$ cat config.mk
export PLATFORM = sky130hd
export DESIGN_NAME = toggle_chain
export DESIGN_NICKNAME = d
export VERILOG_FILES = /design/src/rtl/tc_pkg.sv /design/src/rtl/tc_cell_ctrl.sv /design/src/rtl/tc_cell_data.sv /design/src/rtl/tc_occupancy.sv /design/src/rtl/toggle_chain.sv
export SDC_FILE = /design/constraint.sdc
export NUM_CORES = 1
export LEC_CHECK = 0
export ABC_AREA = 0
export CORE_ASPECT_RATIO = 0.6
export CORE_MARGIN = 2
export CORE_UTILIZATION = 56
export DETAILED_ROUTE_END_ITERATION = 7
export HOLD_SLACK_MARGIN = 0.15
export PLACE_DENSITY = 0.86
export RECOVER_POWER = 50
export SYNTH_ARGS = -nofsm -noshare
export SYNTH_HDL_FRONTEND = slang
export SYNTH_SLANG_ARGS = --single-unit
$ cat constraint.sdc
create_clock -name clk -period 3.05 [get_ports clk]
set_input_delay 0.915 -clock clk [delete_from_list [all_inputs] [get_ports clk]]
set_output_delay 0.915 -clock clk [all_outputs]
set_load 0.05 [all_outputs]
$ cat src/rtl/tc_pkg.sv
package tc_pkg;
  typedef struct packed {
    logic load;
  } cellStrobe_t;
endpackage

$ cat src/rtl/tc_cell_ctrl.sv
module tc_cell_ctrl
  import tc_pkg::*;
(
  input  logic        clk,
  input  logic        rstN,
  input  logic        reqIn,
  input  logic        ackIn,
  output logic        reqOut,
  output logic        full,
  output cellStrobe_t strobe
);
  logic reqQ;

  assign full        = reqQ ^ ackIn;
  assign strobe.load = (reqIn ^ reqQ) & ~full;
  assign reqOut      = reqQ;

  always_ff @(posedge clk) begin
    if (!rstN) reqQ <= 1'b0;
    else if (strobe.load) reqQ <= reqIn;
  end

  // a full stage never advances its request level
  assert_hold_when_full_R2: assert property (@(posedge clk) disable iff (!rstN)
    full |=> $stable(reqOut));
endmodule

$ cat src/rtl/tc_cell_data.sv
module tc_cell_data
  import tc_pkg::*;
#(
  parameter int DATA_W = 16
) (
  input  logic              clk,
  input  logic              rstN,
  input  cellStrobe_t       strobe,
  input  logic [DATA_W-1:0] dIn,
  output logic [DATA_W-1:0] dOut
);
  always_ff @(posedge clk) begin
    if (!rstN) dOut <= '0;
    else if (strobe.load) dOut <= dIn;
  end
endmodule

$ cat src/rtl/tc_occupancy.sv
module tc_occupancy #(
  parameter int DEPTH = 4,
  localparam int CNT_W = $clog2(DEPTH + 1)
) (
  input  logic [DEPTH-1:0] cellFull,
  output logic [CNT_W-1:0] itemCount
);
  always_comb begin
    itemCount = '0;
    for (int k = 0; k < DEPTH; k++) itemCount = itemCount + CNT_W'(cellFull[k]);
  end
endmodule

$ cat src/rtl/toggle_chain.sv
module toggle_chain
  import tc_pkg::*;
#(
  parameter int DATA_W = 16,
  parameter int DEPTH  = 4,
  localparam int CNT_W = $clog2(DEPTH + 1)
) (
  input  logic              clk,
  input  logic              rstN,
  input  logic              inReq,
  input  logic [DATA_W-1:0] inData,
  output logic              inAck,
  output logic              outReq,
  output logic [DATA_W-1:0] outData,
  input  logic              outAck,
  output logic [DEPTH-1:0]  cellFull,
  output logic [CNT_W-1:0]  itemCount
);
  logic [DEPTH:0]    reqChain;
  logic [DEPTH-1:0]  ackIn;
  logic [DATA_W-1:0] dataChain [DEPTH+1];
  cellStrobe_t       strobe    [DEPTH];

  assign reqChain[0]  = inReq;
  assign dataChain[0] = inData;

  for (genvar i = 0; i < DEPTH; i++) begin : g_cell
    if (i == DEPTH - 1) begin : g_last
      assign ackIn[i] = outAck;
    end else begin : g_mid
      assign ackIn[i] = reqChain[i+2];
    end

    tc_cell_ctrl u_ctrl (
      .clk(clk), .rstN(rstN),
      .reqIn(reqChain[i]), .ackIn(ackIn[i]),
      .reqOut(reqChain[i+1]), .full(cellFull[i]), .strobe(strobe[i])
    );

    tc_cell_data #(.DATA_W(DATA_W)) u_data (
      .clk(clk), .rstN(rstN), .strobe(strobe[i]),
      .dIn(dataChain[i]), .dOut(dataChain[i+1])
    );

    // a full stage keeps its data
    assert_full_data_stable_R5: assert property (@(posedge clk) disable iff (!rstN)
      cellFull[i] |=> $stable(dataChain[i+1]));

    if (i > 0) begin : g_ripple
      // a capture copies the left neighbour's data
      assert_ripple_data_R6: assert property (@(posedge clk) disable iff (!rstN)
        strobe[i].load |=> dataChain[i+1] == $past(dataChain[i]));
    end
    if (i < DEPTH - 1) begin : g_excl
      // neighbours never capture on the same edge
      assert_neighbour_excl_R2: assert property (@(posedge clk) disable iff (!rstN)
        strobe[i].load |-> !strobe[i+1].load);
    end
  end

  assign inAck   = reqChain[1];
  assign outReq  = reqChain[DEPTH];
  assign outData = dataChain[DEPTH];

  tc_occupancy #(.DEPTH(DEPTH)) u_occ (.cellFull(cellFull), .itemCount(itemCount));

  // occupancy moves by at most one per cycle
  assert_count_step_R9: assert property (@(posedge clk) disable iff (!rstN)
    (int'(itemCount) <= int'($past(itemCount)) + 1) &&
    (int'(itemCount) + 1 >= int'($past(itemCount))));
endmodule

# After elaboration in Yosys (flattened, before gate mapping)
# Index checks and enable logic that the tools add are counted.
[totals]
in_bits = 20
register_bits = 68
output_inout_bits = 25
elab_cells = 24
[classes]
bitwise = 13
n_addsub = 3
[op_table]
columns = ["cell", "count"]
rows = [
  ["adder 3 x 1 -> 3 bit", 2],
  ["bitwise XOR 1 bit", 5],
  ["AND 1 bit", 4],
  ["NOT 1 bit", 4],
  ["adder 1 x 1 -> 2 bit", 1],
]

# Logic depth before layout (Yosys ltp)
[logic_depth]
word_depth = 4
ltp_mapped = 9
mapped_depth_nobuf = 5

# Modules after synthesis
# A second synthesis with hierarchy kept.
[hier_totals]
cells_unflattened = 248
area_unflattened_um2 = 2831.5
[by_module_without_submodules]
columns = ["mod", "n_inst", "seq_area_each_um2", "area_per_inst_um2", "cells_each"]
rows = [
  ["tc_cell_data", 4, 320.3, 615.6, 51],
  ["tc_cell_ctrl", 4, 20.0, 76.3, 9],
  ["tc_occupancy", 1, 0.0, 63.8, 8],
]

# Worst setup path after synthesis
# OpenSTA, ideal clock, no wires.
[synth_timing]
path_type = "reg2out"
start = "register g_cell[0].u_ctrl.reqQ"
end = "output port itemCount[2]"
t_required_ns = 2.135
arrival_time_ns = 2.538
n_path_buf = 2
setup_slack_ns = -0.403
stages_incl_launch_ff = 8
path_cell_list = "dfxtp_1 > buf_2 > buf_2 > xor2_1 > ha_1 > fa_1 > inv_1 > ha_1"
[synth_between]
elab_chain_len = 4
[synth_lines]
columns = ["item", "line", "source"]
rows = [
  ["start: declaration", "tc_cell_ctrl.sv:12", "logic reqQ;"],
  ["start signal: assignment", "tc_cell_ctrl.sv:20", "else if (strobe.load) reqQ <= reqIn;"],
  ["bitwise XOR 1 bit", "tc_cell_ctrl.sv:14", "assign full = reqQ ^ ackIn;"],
  ["via g_cell[0].u_ctrl.full", "tc_cell_ctrl.sv:9", "output logic full,"],
  ["adder 1 x 1 -> 2 bit", "tc_occupancy.sv:10", "for (int k = 0; k < DEPTH; k++) itemCount = itemCount + CNT_W'(cellFull[k]);"],
  ["adder 3 x 1 -> 3 bit (2 in series)", "tc_occupancy.sv:10", ""],
  ["end: declaration", "toggle_chain.sv:17", "output logic [CNT_W-1:0] itemCount"],
]
# The timed path passes the listed nets, and every way through them passes these cells.

# Final worst setup path
[layout_timing]
start = "input port outAck"
end = "output port itemCount[1]"
[layout_between]
elab_chain_len = 2
[layout_lines]
columns = ["item", "line", "source"]
rows = [
  ["start: declaration", "toggle_chain.sv:15", "input logic outAck,"],
  ["bitwise XOR 1 bit", "tc_cell_ctrl.sv:14", ""],
  ["adder 3 x 1 -> 3 bit", "tc_occupancy.sv:10", ""],
]
# No other way between the ends.

==> results_dict.tcl <==
set metrics [dict create \
    status "finished, final reports clean" \
    power_frac_seq_pct 34.1 \
    die_x_um 111 \
    pwr-share-comb_pct 22.9 \
    fin_ws_ps 53.3 \
    critPathRequiredTime_ps 2130 \
    antenna_found_initial 0 \
    vias 3324 \
    placedInstanceArea_sq_mm 0.00421 \
    power.switching_uw 782 \
    final_core_util_pct 68.4 \
    drive_gt1_share_pct 13.6 \
    antenna_left 0 \
    grt_pass1_vias 3061 \
    sw_frac_of_total_pct 27.6 \
    syn_area_sq_mm 0.00386 \
    rows 23 \
    ys_seq_area_share_pct 35.3 \
    port_buffers 44 \
    viasPerCell 6.13 \
    mostFrequentLayoutCell "dfxtp_1" \
    final-setup-viol-count 0 \
    hold_end "g_cell[2].u_data.dOut[9]" \
    hp-start "g_cell[1].u_data.dOut[9]" \
    leakage_uw 0.00179 \
    fillCellCount 523 \
    most-common-layout-cells "dfxtp_1, o21ai_0, a21oi_1, nor2b_1, clkdlybuf4s50_1" \
    cp.arrival_ps 2080 \
    synth-edff-count 0 \
    start_util_pct 57.8 \
    avgRoutedWirePerCell_um 16.5 \
    overflow 0 \
    ys.flop_type "dfxtp_1" \
    async_flop_share_pct 0 \
    drt_first_pass_iters 4 \
    hold_depth 2 \
    final_cell_count_no_fill 542 \
    core_area_sq_mm 0.00668 \
    synth_fp_nets 471 \
    path_clk_slew_ps 50 \
    place_ws_ps -453 \
    start_kind "primary input" \
    regArea_sq_mm 0.00137 \
    end_kind "output port" \
    cts.root.buffer_cell "clkbuf_16" \
    power.density_mw_per_mm2 619 \
    gp_congestion 0.792 \
    dieArea_sq_mm 0.00759 \
    max_clock_freq_mhz 334 \
    nets 474 \
    h-tree-depth 3 \
    period_minus_slack_ps 3000 \
    antenna_cells 0 \
    placedCellCount 526 \
    r2r_end "g_cell[2].u_data.dOut[0]" \
    power_frac_clock_pct 42.9 \
    peakVddDrop_mv 0.499 \
    yosysUniqueCellTypes 37 \
    syn_area_per_cell_sq_um 8.64 \
    wl_mm 8.96 \
    skew_ps 6.60 \
    cts_buffers 9 \
    hold_violations 0 \
    multiInputGateArea_sq_mm 0.00211 \
    regToRegStartpoint "g_cell[3].u_ctrl.reqOut" \
    area_growth_pct 18.4 \
    cts_tree "yes" \
    io_pins 45 \
    dp_hpwl_mm 5.70 \
    grt_usage_pct 23.2 \
    cts_buffer_depth 2 \
    ys_ff_latch 68 \
    critical_path.max_fanout 4 \
    drc 0 \
    reg2reg_slack_ps 1190 \
    fin_area_sq_mm 0.00457 \
    r2r_cells 4 \
    min_path_type "flop to flop" \
    slew-limit-headroom_pct 29.9 \
    yosys_warnings 0 \
    maxCapViolations 0 \
    p_int_uw 2050 \
    clock_latency_ps 330 \
    rsz0062_at_grt "false" \
    worst_pin_slew_ps 1050 \
    clock_sinks 68 \
    drt_iter0_markers 194 \
    synthCells 447 \
    finalCritPeriodShare_pct 98.3 \
    grt_max_degree 60 \
    maxSlewViolCount 0 \
    criticalPathCategory "primary input to output port" \
    die_h_um 68.3 \
    grt_pass1_wl_mm 14.2 \
]
==> per-layer routing <==
layer	track usage, %	vias up	wire, um	part of all wire (%)
met2	37.7	107	4370	49
met5	0	-	0	0
met3	8.15	11	471	5.3
met4	9.10	0	122	1.4
met1	28.9	1598	4000	45
li1	-	1608	-	-
==> critical path, cell delays in order <==
cell and delay, ps:
buf_2 140, xnor2_2 150, fa_2 390, inv_1 70
ha_2 270, buf_6 150
==> final cells by class <==
cell class | count | area share [%]
Tap cell | 87 | 2.38
Multi-Input combinational cell | 307 | 46.2
Clock inverter | 4 | 2.08
Clock buffer | 12 | 5.61
Inverter | 7 | 0.575
Sequential cell | 68 | 29.9
Timing Repair Buffer | 57 | 13.2
==> worst max path at each step <==
stage / startpoint / endpoint / slack, ps / cells past startpoint
4_1_cts: outAck / itemCount[1] / 40 / 6
2_1_floorplan: g_cell[3].u_ctrl.reqOut / itemCount[1] / 20 / 7
3_3_place_gp: outAck / itemCount[1] / -430 / 6
3_5_place_dp: outAck / itemCount[1] / -450 / 6
5_1_grt: g_cell[1].u_ctrl.reqOut / itemCount[1] / 8 / 6
6_report: outAck / itemCount[1] / 50 / 6
==> through the flow <==
| stage | hold slack [ps] | TNS [ps] | power (uW) |
|---|---|---|---|
| 2_1_floorplan | 449 | 0 | 1420 |
| 3_3_place_gp | 466 | -997 | 1590 |
| 3_5_place_dp | 475 | -1090 | 1620 |
| 4_1_cts | 482 | 0 | 2830 |
| 5_1_grt | 502 | 0 | 2930 |
| 6_report | 480 | 0 | 2830 |
==> flip-flops by register name, summed over array words and instances, names as in the netlist <==
register and cells:
g_cell.u_data.dOut 64, g_cell.u_ctrl.reqOut 4
==> cells in the mapped netlist, types with 3 or more instances <==
cell | count | share of area, %
a21oi_1 | 35 | 4.5
a31oi_1 | 30 | 4.9
a32oi_1 | 19 | 4.3
and3_1 | 15 | 2.4
and3b_1 | 26 | 5.9
and3b_2 | 11 | 2.9
buf_2 | 18 | 2.3
buf_4 | 22 | 4.3
buf_6 | 4 | 1.2
clkbuf_1 | 16 | 1.6
clkbuf_2 | 3 | 0.39
dfxtp_1 | 68 | 35
ha_1 | 3 | 0.97
inv_1 | 5 | 0.49
mux2i_1 | 17 | 4.4
nand3_1 | 14 | 1.8
nand3b_1 | 17 | 3.3
nor2_1 | 17 | 1.7
nor2b_1 | 35 | 5.7
o21ai_0 | 40 | 5.2
o21ai_1 | 9 | 1.2
==> power groups by stage <==
stage / registers, uW / logic (uW) / clock network [uW]
floorplan: 979 / 444 / 0
global placement: 979 / 610 / 0
detailed placement: 981 / 635 / 0
CTS: 963 / 647 / 1220
global route: 970 / 688 / 1270
finish: 966 / 650 / 1210
==> kinds of logic (layout without fill, tap and decap cells) <==
family	count (synthesis)	count (layout)	synth area share (%)
compound gates	136	136	20.7
simple gates	146	146	26.5
fa+ha+maj	4	4	1.49
buf+inv	72	80	10.7
mux	17	17	4.41
flops	68	68	35.3
xor+xnor	4	4	0.908
==> repair_timing <==
action,in CTS,in global routing
resized for setup,7,4
endpoints found under the setup margin,3,1
buffers inserted,0,0
hold buffers,0,0
pin swaps,0,1
Power figures use the tool's default switching activity.
